==> src/rtl/isp_pkg.sv <==
package isp_pkg;
   typedef logic [7:0] byte_t;

   localparam byte_t OP_CTRL     = 8'hAC;
   localparam byte_t SUB_ENABLE  = 8'h53;
   localparam byte_t SUB_ERASE   = 8'h80;
   localparam byte_t OP_RD_PROG  = 8'h20;
   localparam byte_t OP_WR_PROG  = 8'h40;
   localparam byte_t OP_RD_DATA  = 8'hA0;
   localparam byte_t OP_WR_DATA  = 8'hC0;
   localparam byte_t OP_POLL     = 8'hF0;
   localparam byte_t ERASED      = 8'hFF;
endpackage

==> src/rtl/isp_sck_filter.sv <==
module isp_sck_filter #(
   parameter int SYNC_STAGES = 2,
   parameter int MIN_SLOW    = 3,
   parameter int MIN_FAST    = 4
) (
   input  logic clk,
   input  logic rst_n,
   input  logic sck,
   input  logic mosi,
   input  logic pin_n,
   input  logic fast_sel,
   output logic active,
   output logic bit_commit,
   output logic bit_val,
   output logic fall_ok
);
   localparam int MAXMIN = (MIN_SLOW > MIN_FAST) ? MIN_SLOW : MIN_FAST;
   localparam int CW     = $clog2(MAXMIN + 1);
   localparam logic [CW-1:0] CMAX = '1;

   if (SYNC_STAGES < 1) begin : g_bad_sync
      $error("isp_sck_filter: SYNC_STAGES must be at least 1");
   end
   if (MIN_SLOW < 2 || MIN_FAST < 2) begin : g_bad_min
      $error("isp_sck_filter: minimum phase lengths must be at least 2");
   end

   logic sck_s, mosi_s, pin_s;

   if (SYNC_STAGES == 1) begin : g_sync_single
      always_ff @(posedge clk or negedge rst_n) begin
         if (!rst_n) begin
            sck_s  <= 1'b0;
            mosi_s <= 1'b0;
            pin_s  <= 1'b1;
         end else begin
            sck_s  <= sck;
            mosi_s <= mosi;
            pin_s  <= pin_n;
         end
      end
   end else begin : g_sync_chain
      logic [SYNC_STAGES-1:0] sck_q, mosi_q, pin_q;
      always_ff @(posedge clk or negedge rst_n) begin
         if (!rst_n) begin
            sck_q  <= '0;
            mosi_q <= '0;
            pin_q  <= '1;
         end else begin
            sck_q  <= {sck_q[SYNC_STAGES-2:0], sck};
            mosi_q <= {mosi_q[SYNC_STAGES-2:0], mosi};
            pin_q  <= {pin_q[SYNC_STAGES-2:0], pin_n};
         end
      end
      assign sck_s  = sck_q[SYNC_STAGES-1];
      assign mosi_s = mosi_q[SYNC_STAGES-1];
      assign pin_s  = pin_q[SYNC_STAGES-1];
   end

   logic          sck_d, armed, hi_ok;
   logic [CW-1:0] cnt, min_len;
   logic          rise, fall, steady_hi;

   assign active    = ~pin_s;
   assign min_len   = fast_sel ? CW'(MIN_FAST) : CW'(MIN_SLOW);
   assign rise      = sck_s & ~sck_d;
   assign fall      = ~sck_s & sck_d;
   assign steady_hi = sck_s & sck_d;

   assign bit_commit = active && armed && steady_hi && (cnt == min_len - CW'(1));
   assign fall_ok    = active && fall && hi_ok;

   always_ff @(posedge clk or negedge rst_n) begin
      if (!rst_n) begin
         sck_d   <= 1'b0;
         cnt     <= CMAX;
         armed   <= 1'b0;
         hi_ok   <= 1'b0;
         bit_val <= 1'b0;
      end else begin
         sck_d <= sck_s;
         if (sck_s != sck_d)  cnt <= CW'(1);
         else if (cnt != CMAX) cnt <= cnt + CW'(1);

         if (!active) begin
            armed <= 1'b0;
            hi_ok <= 1'b0;
         end else if (rise) begin
            hi_ok <= 1'b0;
            armed <= (cnt >= min_len);
            bit_val <= mosi_s;
         end else if (fall) begin
            armed <= 1'b0;
            hi_ok <= 1'b0;
         end else if (bit_commit) begin
            armed <= 1'b0;
            hi_ok <= 1'b1;
         end
      end
   end

   assert_commit_not_on_fall_R11 : assert property (@(posedge clk) disable iff (!rst_n)
      $onehot0({bit_commit, fall_ok}));
endmodule

==> src/rtl/isp_framer.sv <==
module isp_framer
   import isp_pkg::*;
(
   input  logic       clk,
   input  logic       rst_n,
   input  logic       active,
   input  logic       bit_commit,
   input  logic       bit_val,
   input  logic       fall_ok,
   input  byte_t      next_byte,
   output logic       byte_done,
   output logic [1:0] byte_idx,
   output byte_t      byte_val,
   output logic       miso
);
   logic [4:0] bit_idx;
   logic [6:0] in_sr;
   byte_t      out_sr, pend_byte;
   logic       load_pend;

   assign byte_idx  = bit_idx[4:3];
   assign byte_val  = {in_sr, bit_val};
   assign byte_done = active && bit_commit && (bit_idx[2:0] == 3'd7);
   assign miso      = out_sr[7];

   always_ff @(posedge clk or negedge rst_n) begin
      if (!rst_n) begin
         bit_idx   <= '0;
         in_sr     <= '0;
         out_sr    <= '0;
         pend_byte <= '0;
         load_pend <= 1'b0;
      end else if (!active) begin
         bit_idx   <= '0;
         in_sr     <= '0;
         out_sr    <= '0;
         load_pend <= 1'b0;
      end else begin
         if (bit_commit) begin
            bit_idx <= bit_idx + 5'd1;
            in_sr   <= {in_sr[5:0], bit_val};
         end
         if (byte_done) begin
            pend_byte <= next_byte;
            load_pend <= 1'b1;
         end else if (fall_ok) begin
            if (load_pend) begin
               out_sr    <= pend_byte;
               load_pend <= 1'b0;
            end else begin
               out_sr <= {out_sr[6:0], 1'b0};
            end
         end
      end
   end

   assert_bit_advance_R2 : assert property (@(posedge clk) disable iff (!rst_n)
      (bit_commit && active) |=> (bit_idx == $past(bit_idx) + 5'd1));

   assert_miso_on_fall_R3 : assert property (@(posedge clk) disable iff (!rst_n)
      !$stable(miso) |-> ($past(fall_ok) || !$past(active)));
endmodule

==> src/rtl/isp_cmd_core.sv <==
module isp_cmd_core
   import isp_pkg::*;
#(
   parameter int PROG_DEPTH = 64,
   parameter int DATA_DEPTH = 32,
   parameter int BUSY_CLKS  = 2000
) (
   input  logic       clk,
   input  logic       rst_n,
   input  logic       active,
   input  logic       byte_done,
   input  logic [1:0] byte_idx,
   input  byte_t      byte_val,
   output byte_t      next_byte,
   output logic       enabled,
   output logic       busy
);
   localparam int PAW = $clog2(PROG_DEPTH);
   localparam int DAW = $clog2(DATA_DEPTH);
   localparam int BCW = $clog2(BUSY_CLKS + 1);

   if ((1 << PAW) != PROG_DEPTH || (1 << DAW) != DATA_DEPTH || PAW < 1 || DAW < 1)
   begin : g_bad_depth
      $error("isp_cmd_core: array depths must be powers of two, at least 2");
   end
   if (PAW > 16 || DAW > 16) begin : g_bad_span
      $error("isp_cmd_core: array depth exceeds the 16-bit address");
   end
   if (BUSY_CLKS < 1) begin : g_bad_busy
      $error("isp_cmd_core: BUSY_CLKS must be at least 1");
   end

   byte_t          op_q, hi_q, lo_q;
   byte_t          prog_mem [PROG_DEPTH];
   byte_t          data_mem [DATA_DEPTH];
   logic [BCW-1:0] busy_cnt;
   logic [15:0]    rd_addr, wr_addr;
   logic           exec, may_modify, do_enable, do_erase, do_pwr, do_dwr;

   assign busy       = (busy_cnt != '0);
   assign rd_addr    = {hi_q, byte_val};
   assign wr_addr    = {hi_q, lo_q};
   assign exec       = byte_done && (byte_idx == 2'd3);
   assign may_modify = exec && enabled && !busy;
   assign do_enable  = exec && (op_q == OP_CTRL) && (hi_q == SUB_ENABLE);
   assign do_erase   = may_modify && (op_q == OP_CTRL) && (hi_q == SUB_ERASE);
   assign do_pwr     = may_modify && (op_q == OP_WR_PROG);
   assign do_dwr     = may_modify && (op_q == OP_WR_DATA);

   always_comb begin
      next_byte = byte_val;
      if (enabled && byte_idx == 2'd2) begin
         case (op_q)
            OP_RD_PROG: next_byte = prog_mem[rd_addr[PAW-1:0]];
            OP_RD_DATA: next_byte = data_mem[rd_addr[DAW-1:0]];
            OP_POLL:    next_byte = {7'd0, busy};
            default:    next_byte = byte_val;
         endcase
      end
   end

   always_ff @(posedge clk or negedge rst_n) begin
      if (!rst_n) begin
         op_q <= '0;
         hi_q <= '0;
         lo_q <= '0;
      end else if (byte_done) begin
         case (byte_idx)
            2'd0:    op_q <= byte_val;
            2'd1:    hi_q <= byte_val;
            2'd2:    lo_q <= byte_val;
            default: ;
         endcase
      end
   end

   always_ff @(posedge clk or negedge rst_n) begin
      if (!rst_n)         enabled <= 1'b0;
      else if (!active)   enabled <= 1'b0;
      else if (do_enable) enabled <= 1'b1;
   end

   always_ff @(posedge clk or negedge rst_n) begin
      if (!rst_n)                          busy_cnt <= '0;
      else if (do_erase || do_pwr || do_dwr) busy_cnt <= BCW'(BUSY_CLKS);
      else if (busy)                       busy_cnt <= busy_cnt - BCW'(1);
   end

   always_ff @(posedge clk or negedge rst_n) begin
      if (!rst_n) begin
         for (int i = 0; i < PROG_DEPTH; i++) prog_mem[i] <= ERASED;
         for (int j = 0; j < DATA_DEPTH; j++) data_mem[j] <= ERASED;
      end else if (do_erase) begin
         for (int i = 0; i < PROG_DEPTH; i++) prog_mem[i] <= ERASED;
         for (int j = 0; j < DATA_DEPTH; j++) data_mem[j] <= ERASED;
      end else begin
         if (do_pwr)
            prog_mem[wr_addr[PAW-1:0]] <= prog_mem[wr_addr[PAW-1:0]] & byte_val;
         if (do_dwr)
            data_mem[wr_addr[DAW-1:0]] <= byte_val;
      end
   end

   assert_busy_starts_on_frame_R10 : assert property (@(posedge clk) disable iff (!rst_n)
      $rose(busy) |-> ($past(byte_done) && $past(byte_idx) == 2'd3 && $past(enabled)));
endmodule

==> src/rtl/isp_target.sv <==
module isp_target
   import isp_pkg::*;
#(
   parameter int SYNC_STAGES = 2,
   parameter int MIN_SLOW    = 3,
   parameter int MIN_FAST    = 4,
   parameter int PROG_DEPTH  = 64,
   parameter int DATA_DEPTH  = 32,
   parameter int BUSY_CLKS   = 2000
) (
   input  logic clk,
   input  logic rst_n,
   input  logic prog_rst_n,
   input  logic sck,
   input  logic mosi,
   input  logic fast_clk_sel,
   output logic miso
);
   logic       active, bit_commit, bit_val, fall_ok;
   logic       byte_done, enabled, busy;
   logic [1:0] byte_idx;
   byte_t      byte_val, next_byte;

   isp_sck_filter #(
      .SYNC_STAGES(SYNC_STAGES), .MIN_SLOW(MIN_SLOW), .MIN_FAST(MIN_FAST)
   ) u_filter (
      .clk(clk), .rst_n(rst_n), .sck(sck), .mosi(mosi), .pin_n(prog_rst_n),
      .fast_sel(fast_clk_sel), .active(active), .bit_commit(bit_commit),
      .bit_val(bit_val), .fall_ok(fall_ok)
   );

   isp_framer u_framer (
      .clk(clk), .rst_n(rst_n), .active(active), .bit_commit(bit_commit),
      .bit_val(bit_val), .fall_ok(fall_ok), .next_byte(next_byte),
      .byte_done(byte_done), .byte_idx(byte_idx), .byte_val(byte_val), .miso(miso)
   );

   isp_cmd_core #(
      .PROG_DEPTH(PROG_DEPTH), .DATA_DEPTH(DATA_DEPTH), .BUSY_CLKS(BUSY_CLKS)
   ) u_core (
      .clk(clk), .rst_n(rst_n), .active(active), .byte_done(byte_done),
      .byte_idx(byte_idx), .byte_val(byte_val), .next_byte(next_byte),
      .enabled(enabled), .busy(busy)
   );

   assert_enable_on_fourth_byte_R4 : assert property (@(posedge clk) disable iff (!rst_n)
      $rose(enabled) |-> ($past(byte_done) && $past(byte_idx) == 2'd3));

   assert_release_clears_enable_R1 : assert property (@(posedge clk) disable iff (!rst_n)
      !active |=> !enabled);
endmodule

==> config.mk <==
export PLATFORM = sky130hd
export DESIGN_NAME = isp_target
export DESIGN_NICKNAME = d
export VERILOG_FILES = /design/src/rtl/isp_pkg.sv /design/src/rtl/isp_sck_filter.sv /design/src/rtl/isp_framer.sv /design/src/rtl/isp_cmd_core.sv /design/src/rtl/isp_target.sv
export SDC_FILE = /design/constraint.sdc
export NUM_CORES = 2
export LEC_CHECK = 0
export BUFFER_PORTS_ARGS = -buffer_cell sky130_fd_sc_hd__buf_2
export CAP_MARGIN = 20
export CORE_UTILIZATION = 40
export CTS_CLUSTER_SIZE = 14
export DETAILED_ROUTE_END_ITERATION = 10
export PLACE_DENSITY = 0.56
export SLEW_MARGIN = 40
export SYNTH_ARGS = -nofsm -noshare
export SYNTH_HDL_FRONTEND = slang
export SYNTH_SLANG_ARGS = --single-unit
==> constraint.sdc <==
create_clock -name clk -period 6.3 [get_ports clk]
set_clock_uncertainty 0.05 [all_clocks]
set_input_delay 0.315 -clock clk [delete_from_list [all_inputs] [get_ports clk]]
set_output_delay 0.315 -clock clk [all_outputs]
set_load 0.01 [all_outputs]
Yosys cells after proc, flatten, opt, wreduce, memory -nomap -nowiden
Cells that the tools add are included.
{ "totals": {"reg_bits": 844, "in_bits": 6, "elab_cells": 238} }
{ "classes": {"n_addsub": 4, "magnitude_cmp": 7, "n_eq_ne": 16, "n_mux": 47, "bitwise": 11, "n_reduce_logical": 39} }
{ "op_table": {"columns": ["cell", "n"], "rows": [
  ["$mux W512", 2],
  ["$bwmux W512", 1],
  ["$mux W256", 2],
  ["$bwmux W256", 1],
  ["$mux W8", 13],
  ["$bmux W8 S6", 2],
  ["$demux W8 S6", 1],
  ["$bmux W8 S5", 1],
  ["$demux W8 S5", 1],
  ["$eq A8 B8 Y1 const B", 5],
  ["$pmux W8 S3", 1],
  ["$mux W11", 2],
  ["$logic_and A1 B1 Y1", 19],
  ["$eq A8 B7 Y1 const B", 2],
  ["$ge A7 B7 Y1 const B", 2],
  ["$mux W7", 2],
  ["$not A6 Y7", 2],
  ["$reduce_bool A2 Y1", 7],
  ["$mux W1", 13],
  ["$ge A6 B6 Y1 const B", 2],
  ["$not A5 Y6", 2],
  ["$reduce_and A2 Y1", 6],
  ["$reduce_bool A11 Y1", 1],
  ["$sub A11 B1 Y11 const B", 1],
  ["24 further kinds", 33]
]} }

Longest topological paths before layout
{ "logic_depth": {"depth_word": 14, "depth_mapped": 13} }

Cells and area by module
A second synthesis with hierarchy kept.
{ "unflattened": {"cells_unflattened": 3954, "area_unflattened_um2": 45275.9} }
{ "modules_own_cells": {"columns": ["mod", "instances", "cells_each", "area_each_um2", "seq_area_each_um2"], "rows": [
  ["isp_cmd_core", 1, 3803, 43294.0, 21030.2],
  ["isp_framer", 1, 103, 1377.6, 725.7],
  ["isp_sck_filter", 1, 48, 604.3, 331.6]
]} }

Least setup slack after synthesis
No wires, ideal clock.
{ "synth_timing": {"kind": "register to register", "from": "register u_filter.cnt[0]", "to": "register u_core.prog_mem[45] (netlist bit)", "arrival_time_ps": 2946, "slack_ps": 3214, "stages_incl_launch_ff": 13, "synth_period_minus_slack_ps": 3086, "path_cell_list": "dfstp_2 > inv_1 > ha_1 > nor4b_2 > nand3_1 > or4_1 > buf_4 > nor3b_4 > buf_6 > nand2_4 > clkbuf_1 > o21ai_0 > o21ai_0"} }
{ "synth_between": {"elab_chain_len": 10} }
{ "synth_rtl": {"columns": ["element", "line_no", "text"], "rows": [
  ["start, declared", "isp_sck_filter.sv:61", "logic [CW-1:0] cnt, min_len;"],
  ["start signal, assigned", "isp_sck_filter.sv:83", "else if (cnt != CMAX) cnt <= cnt + CW'(1);"],
  ["$eq A3 B3 Y1 (*)", "isp_sck_filter.sv:70", "assign bit_commit = active && armed && steady_hi && (cnt == min_len - CW'(1));"],
  ["$logic_and A1 B1 Y1 (*)", "isp_sck_filter.sv:70", null],
  ["$logic_and A1 B1 Y1 (*) (2 in a row)", "isp_framer.sv:23", "assign byte_done = active && bit_commit && (bit_idx[2:0] == 3'd7);"],
  ["$logic_and A1 B1 Y1 (*)", "isp_cmd_core.sv:43", "assign exec = byte_done && (byte_idx == 2'd3);"],
  ["$logic_and A1 B1 Y1 (*) (2 in a row)", "isp_cmd_core.sv:44", "assign may_modify = exec && enabled && !busy;"],
  ["$logic_and A1 B1 Y1 (2 in a row)", "isp_cmd_core.sv:46", "assign do_erase = may_modify && (op_q == OP_CTRL) && (hi_q == SUB_ERASE);"],
  ["$mux W512 / $reduce_bool A2 Y1 (equally long branches)", null, null],
  ["end signal, assigned by index", "isp_cmd_core.sv:98", "prog_mem[wr_addr[PAW-1:0]] <= prog_mem[wr_addr[PAW-1:0]] & byte_val;"],
  ["end, declared", "isp_cmd_core.sv:34", "byte_t prog_mem [PROG_DEPTH];"]
]} }
Mark *: on every way between the ends. The rest lies on a longest branch, timed or not.
A chain may end at the register's enable or synchronous reset.

Worst setup path after layout
{ "layout_timing": {"from": "register u_filter.cnt[0]", "to": "register u_core.data_mem[72] (netlist bit)"} }
{ "layout_between": {"elab_chain_len": 10} }
{ "layout_rtl": {"columns": ["element", "line_no", "text"], "rows": [
  ["$eq A3 B3 Y1 (*)", "isp_sck_filter.sv:70", null],
  ["$logic_and A1 B1 Y1 (*)", "isp_sck_filter.sv:70", null],
  ["$logic_and A1 B1 Y1 (*) (2 in a row)", "isp_framer.sv:23", null],
  ["$logic_and A1 B1 Y1 (*)", "isp_cmd_core.sv:43", null],
  ["$logic_and A1 B1 Y1 (*) (2 in a row)", "isp_cmd_core.sv:44", null],
  ["$logic_and A1 B1 Y1 (2 in a row)", "isp_cmd_core.sv:46", null],
  ["$mux W256 / $reduce_bool A2 Y1 (equally long branches)", null, null],
  ["end signal, assigned by index", "isp_cmd_core.sv:100", "data_mem[wr_addr[DAW-1:0]] <= byte_val;"],
  ["end, declared", "isp_cmd_core.sv:35", "byte_t data_mem [DATA_DEPTH];"]
]} }
Marks and branches as above.

==> qor.csv <==
stage;metric;value;unit
global_route;gr-total-overflow;0;
critical_path;crit_arrival;5.12;ns
floorplanning;io_pins;7;
clock_tree;clk_pin_slew_worst_paths;0.06;ns
timing;drv_slew;0;
timing;setup_viol;0;
clock_tree;cts_sinks;844;
layout;area.sequential;22100;um2
power;powerDensity;234;nW/um2
clock_tree;htree_levels;3;
floorplanning;die_w;336;um
critical_path;path_class;reg2reg;
global_route;use_met2;37.9;%
layout;area_delta_synth_final;10.0;%
critical_path;cp.required;6.82;ns
drt;viasPerCell;6.29;
synth;yosysSeqAreaShare;49.5;%
synth;yosys.area.top_type;dfstp_2;
layout;fin_util;44.3;%
critical_path;reg2reg_depth;10;
synth;synthesis.area;44600;um2
drt;remaining_drc_errors;0;
timing;rsz0062_at_grt;no;
synth;yosysWarningCount;0;
synth;postSynthCellCount;4297;
timing;final-hold-violation-count;0;
drt;dr.pass1.iters;6;
synth;synth_compound_area_share;21.7;%
layout;finalNetCount;4096;
synth;synth_nets;4315;
clock_tree;cts_tree;built;
placement;hpwl;91.2;mm
timing;hold_ws;0.184;ns
synth;yosys.area.top_type_share;45.5;%
global_route;use_met1;38.1;%
synth;synth_seq_cells;844;
placement;place_ws;1.74;ns
drt;vias;35465;
power;ir_drop;188;uV
clock_tree;post_cts_buffers;0;
synth;synthMuxAreaShare;17.5;%
synth;ys_top_cells_by_area;dfstp_2 (46%), o21ai_0 (14%), mux4_2 (10%);
floorplanning;start_util;40.3;%
synth;synthMostInstantiatedCell;o21ai_0;
synth;synth_xor_area_share;0.157;%
min_path;min_path_type;in2reg;
critical_path;cp_max_fo;35;
critical_path;cp_num_buf_inv;2;
timing;final.setup.worst_slack;1.70;ns
placement;gp_congestion;0.933;
clock_tree;clk_latency;0.68;ns
layout;fillers;10421;
timing;setup_tns;0;ns
drt;drt-initial-drc-count;4196;
synth;synthFlopType;dfstp_2;
timing;max_freq;217;MHz
drt;routed_wl;149;mm
clock_tree;cts_buffer_depth;3;
synth;synthAdderAreaFrac;0.337;%
floorplanning;rows;122;
floorplanning;die_h;336;um
floorplanning;die_area;113000;um2
clock_tree;hold_buffers;4;
critical_path;crit_path_start_kind;flop;
clock_tree;cts_buffers;95;
global_route;top_usage_layer;met1;
layout;multi_input_area;20700;um2
global_route;grt_max_degree;225;
run;maxCapViolations;0;
synth;synth-edff-count;0;
synth;syn_avg_cell_area;10.4;um2
clock_tree;cts_root_buf;clkbuf_16;
critical_path;end_kind;flop;
timing;fin_crit;4.60;ns
global_route;gr-usage-all-layers;26.1;%
synth;post_synth_and_or_nand_nor_area_fraction;6.53;%
layout;drive_gt1_share;30.9;%
synth;synth_commonest_cells;o21ai_0 (1,270), dfstp_2 (773), clkbuf_1 (318);
timing;worst_slew_pin_slew;0.945;ns
timing;relSlewSlack;37.0;%
synth;async_flop_share;100;%
global_route;antenna_found_initial;2;
drt;wire_per_inst;26.3;um
clock_tree;cts_resized;0;
synth;synth_top_family_by_area;compound AO/OA/AOI/OAI gates;
layout;final_area;49100;um2
synth;ys_types;64;
critical_path;cpMaxStageDelayCell;or4_1;
placement;port_buffers;6;
global_route;grt_pass1_vias;33183;
status;outcome;completed;
placement;dpl_cell_area;45900;um2
floorplanning;core;111000;um2
critical_path;crit_path_max_incr_delay;0.93;ns
timing;post-route-period-util;73.1;%
critical_path;path_cells;inv_1, ha_1, nor4b_2, nand3_1, or4_1, nor3_4, buf_4, nand2_1, nor2_1, o21ai_0;
global_route;met3_usage;5.78;%
min_path;hold_path_depth;5;
critical_path;crit_cells;10;
global_route;grt_pass1_wl;224;mm
critical_path;cp_top_family;simple AND/OR/NAND/NOR gates;
power;leakage;16.6;nW
drt;antenna_left;0;
-- cell type report --
type / instances / area share (%)
clock buffers: 156 / 5.87
diodes: 1 / 0.00510
well taps: 1488 / 3.79
inverters: 14 / 0.107
flip-flops and latches: 844 / 45.1
repair buffers: 117 / 2.62
clock inverters: 12 / 0.247
multi-input cells: 3006 / 42.3
-- report_power, final --
part | leakage, nW | switching [mW] | total (mW) | internal (mW)
registers | 8.88 | 0.0330 | 5.50 | 5.47
logic | 6.28 | 0.360 | 0.520 | 0.160
clock network | 1.47 | 2.30 | 5.48 | 3.18
total | 16.6 | 2.69 | 11.5 | 8.81
-- through the flow --
stage	std cells	power, mW
after floorplan	4297	5.81
after global placement	5456	6.08
after detailed placement	5460	6.09
after CTS	5632	11.6
after global routing	5637	11.8
final	5638	11.5
-- worst paths after layout --
kind	start	to	slack [ns]
max	u_filter.cnt[0]$_DFFE_PN1P_	u_core.data_mem[72]$_DFFE_PN1P_	1.70
min	fast_clk_sel	u_filter.armed$_DFFE_PN0P_	0.18
max reg2reg	u_filter.cnt[0]$_DFFE_PN1P_	u_core.data_mem[72]$_DFFE_PN1P_	1.70
min reg2reg	u_filter.g_sync_chain.mosi_q[0]$_DFF_PN0_	u_filter.g_sync_chain.mosi_q[1]$_DFF_PN0_	0.31
max in group asynchronous	rst_n	u_core.data_mem[184]$_DFFE_PN1P_	4.75
min in group asynchronous	rst_n	u_core.prog_mem[58]$_DFFE_PN1P_	0.50
-- per-layer routing --
layer,wire length [um],vias to the layer above
met4,5180,4
met1,65800,18254
met3,12300,255
met5,23,-
li1,-,15460
met2,65300,1492
-- flip-flops by register name (all words and copies together) (netlist names), 3 cells and up --
name / flops
u_core.prog_mem: 512
u_core.data_mem: 256
u_core.busy_cnt: 11
u_core.hi_q: 8
u_core.op_q: 8
u_framer.out_sr: 8
u_framer.pend_byte: 8
u_framer.in_sr: 7
u_core.lo_q: 6
u_framer.bit_idx: 5
u_filter.cnt: 3
-- cells by family (layout without fill, tap and decap cells) --
logic type	Yosys count	after routing
AO/OA/AOI/OAI	1803	1803
buffers and inverters	447	299
flip-flops	844	844
adder cells (fa/ha/maj)	12	12
other	0	1
multiplexers	530	530
XOR/XNOR	8	8
AND/OR/NAND/NOR	653	653
-- placed cells by master, fill, tap and decap left out, types with 20 or more instances in the layout --
cell / n
a2111oi_0: 20
a21oi_1: 300
a221oi_1: 34
a22o_1: 35
a22oi_1: 59
buf_12: 23
buf_4: 75
clkbuf_1: 38
clkbuf_16: 99
dfrtp_1: 59
dfstp_2: 773
mux2i_1: 313
mux4_2: 198
nand2_1: 160
nand3_1: 37
nor2_1: 306
nor3_1: 41
o21ai_0: 1270
o22ai_1: 36
-- worst reg2reg max path: cells and delay by family (launching register included) --
kind                       cells  cell delay, ns
buffers and inverters          2            0.57
DFF                            1            0.55
and+or+nand+nor                6            2.94
AOI/OAI and AO/OA              1            0.10
adders and majority gates      1            0.29
Power figures use the tool's default switching activity.
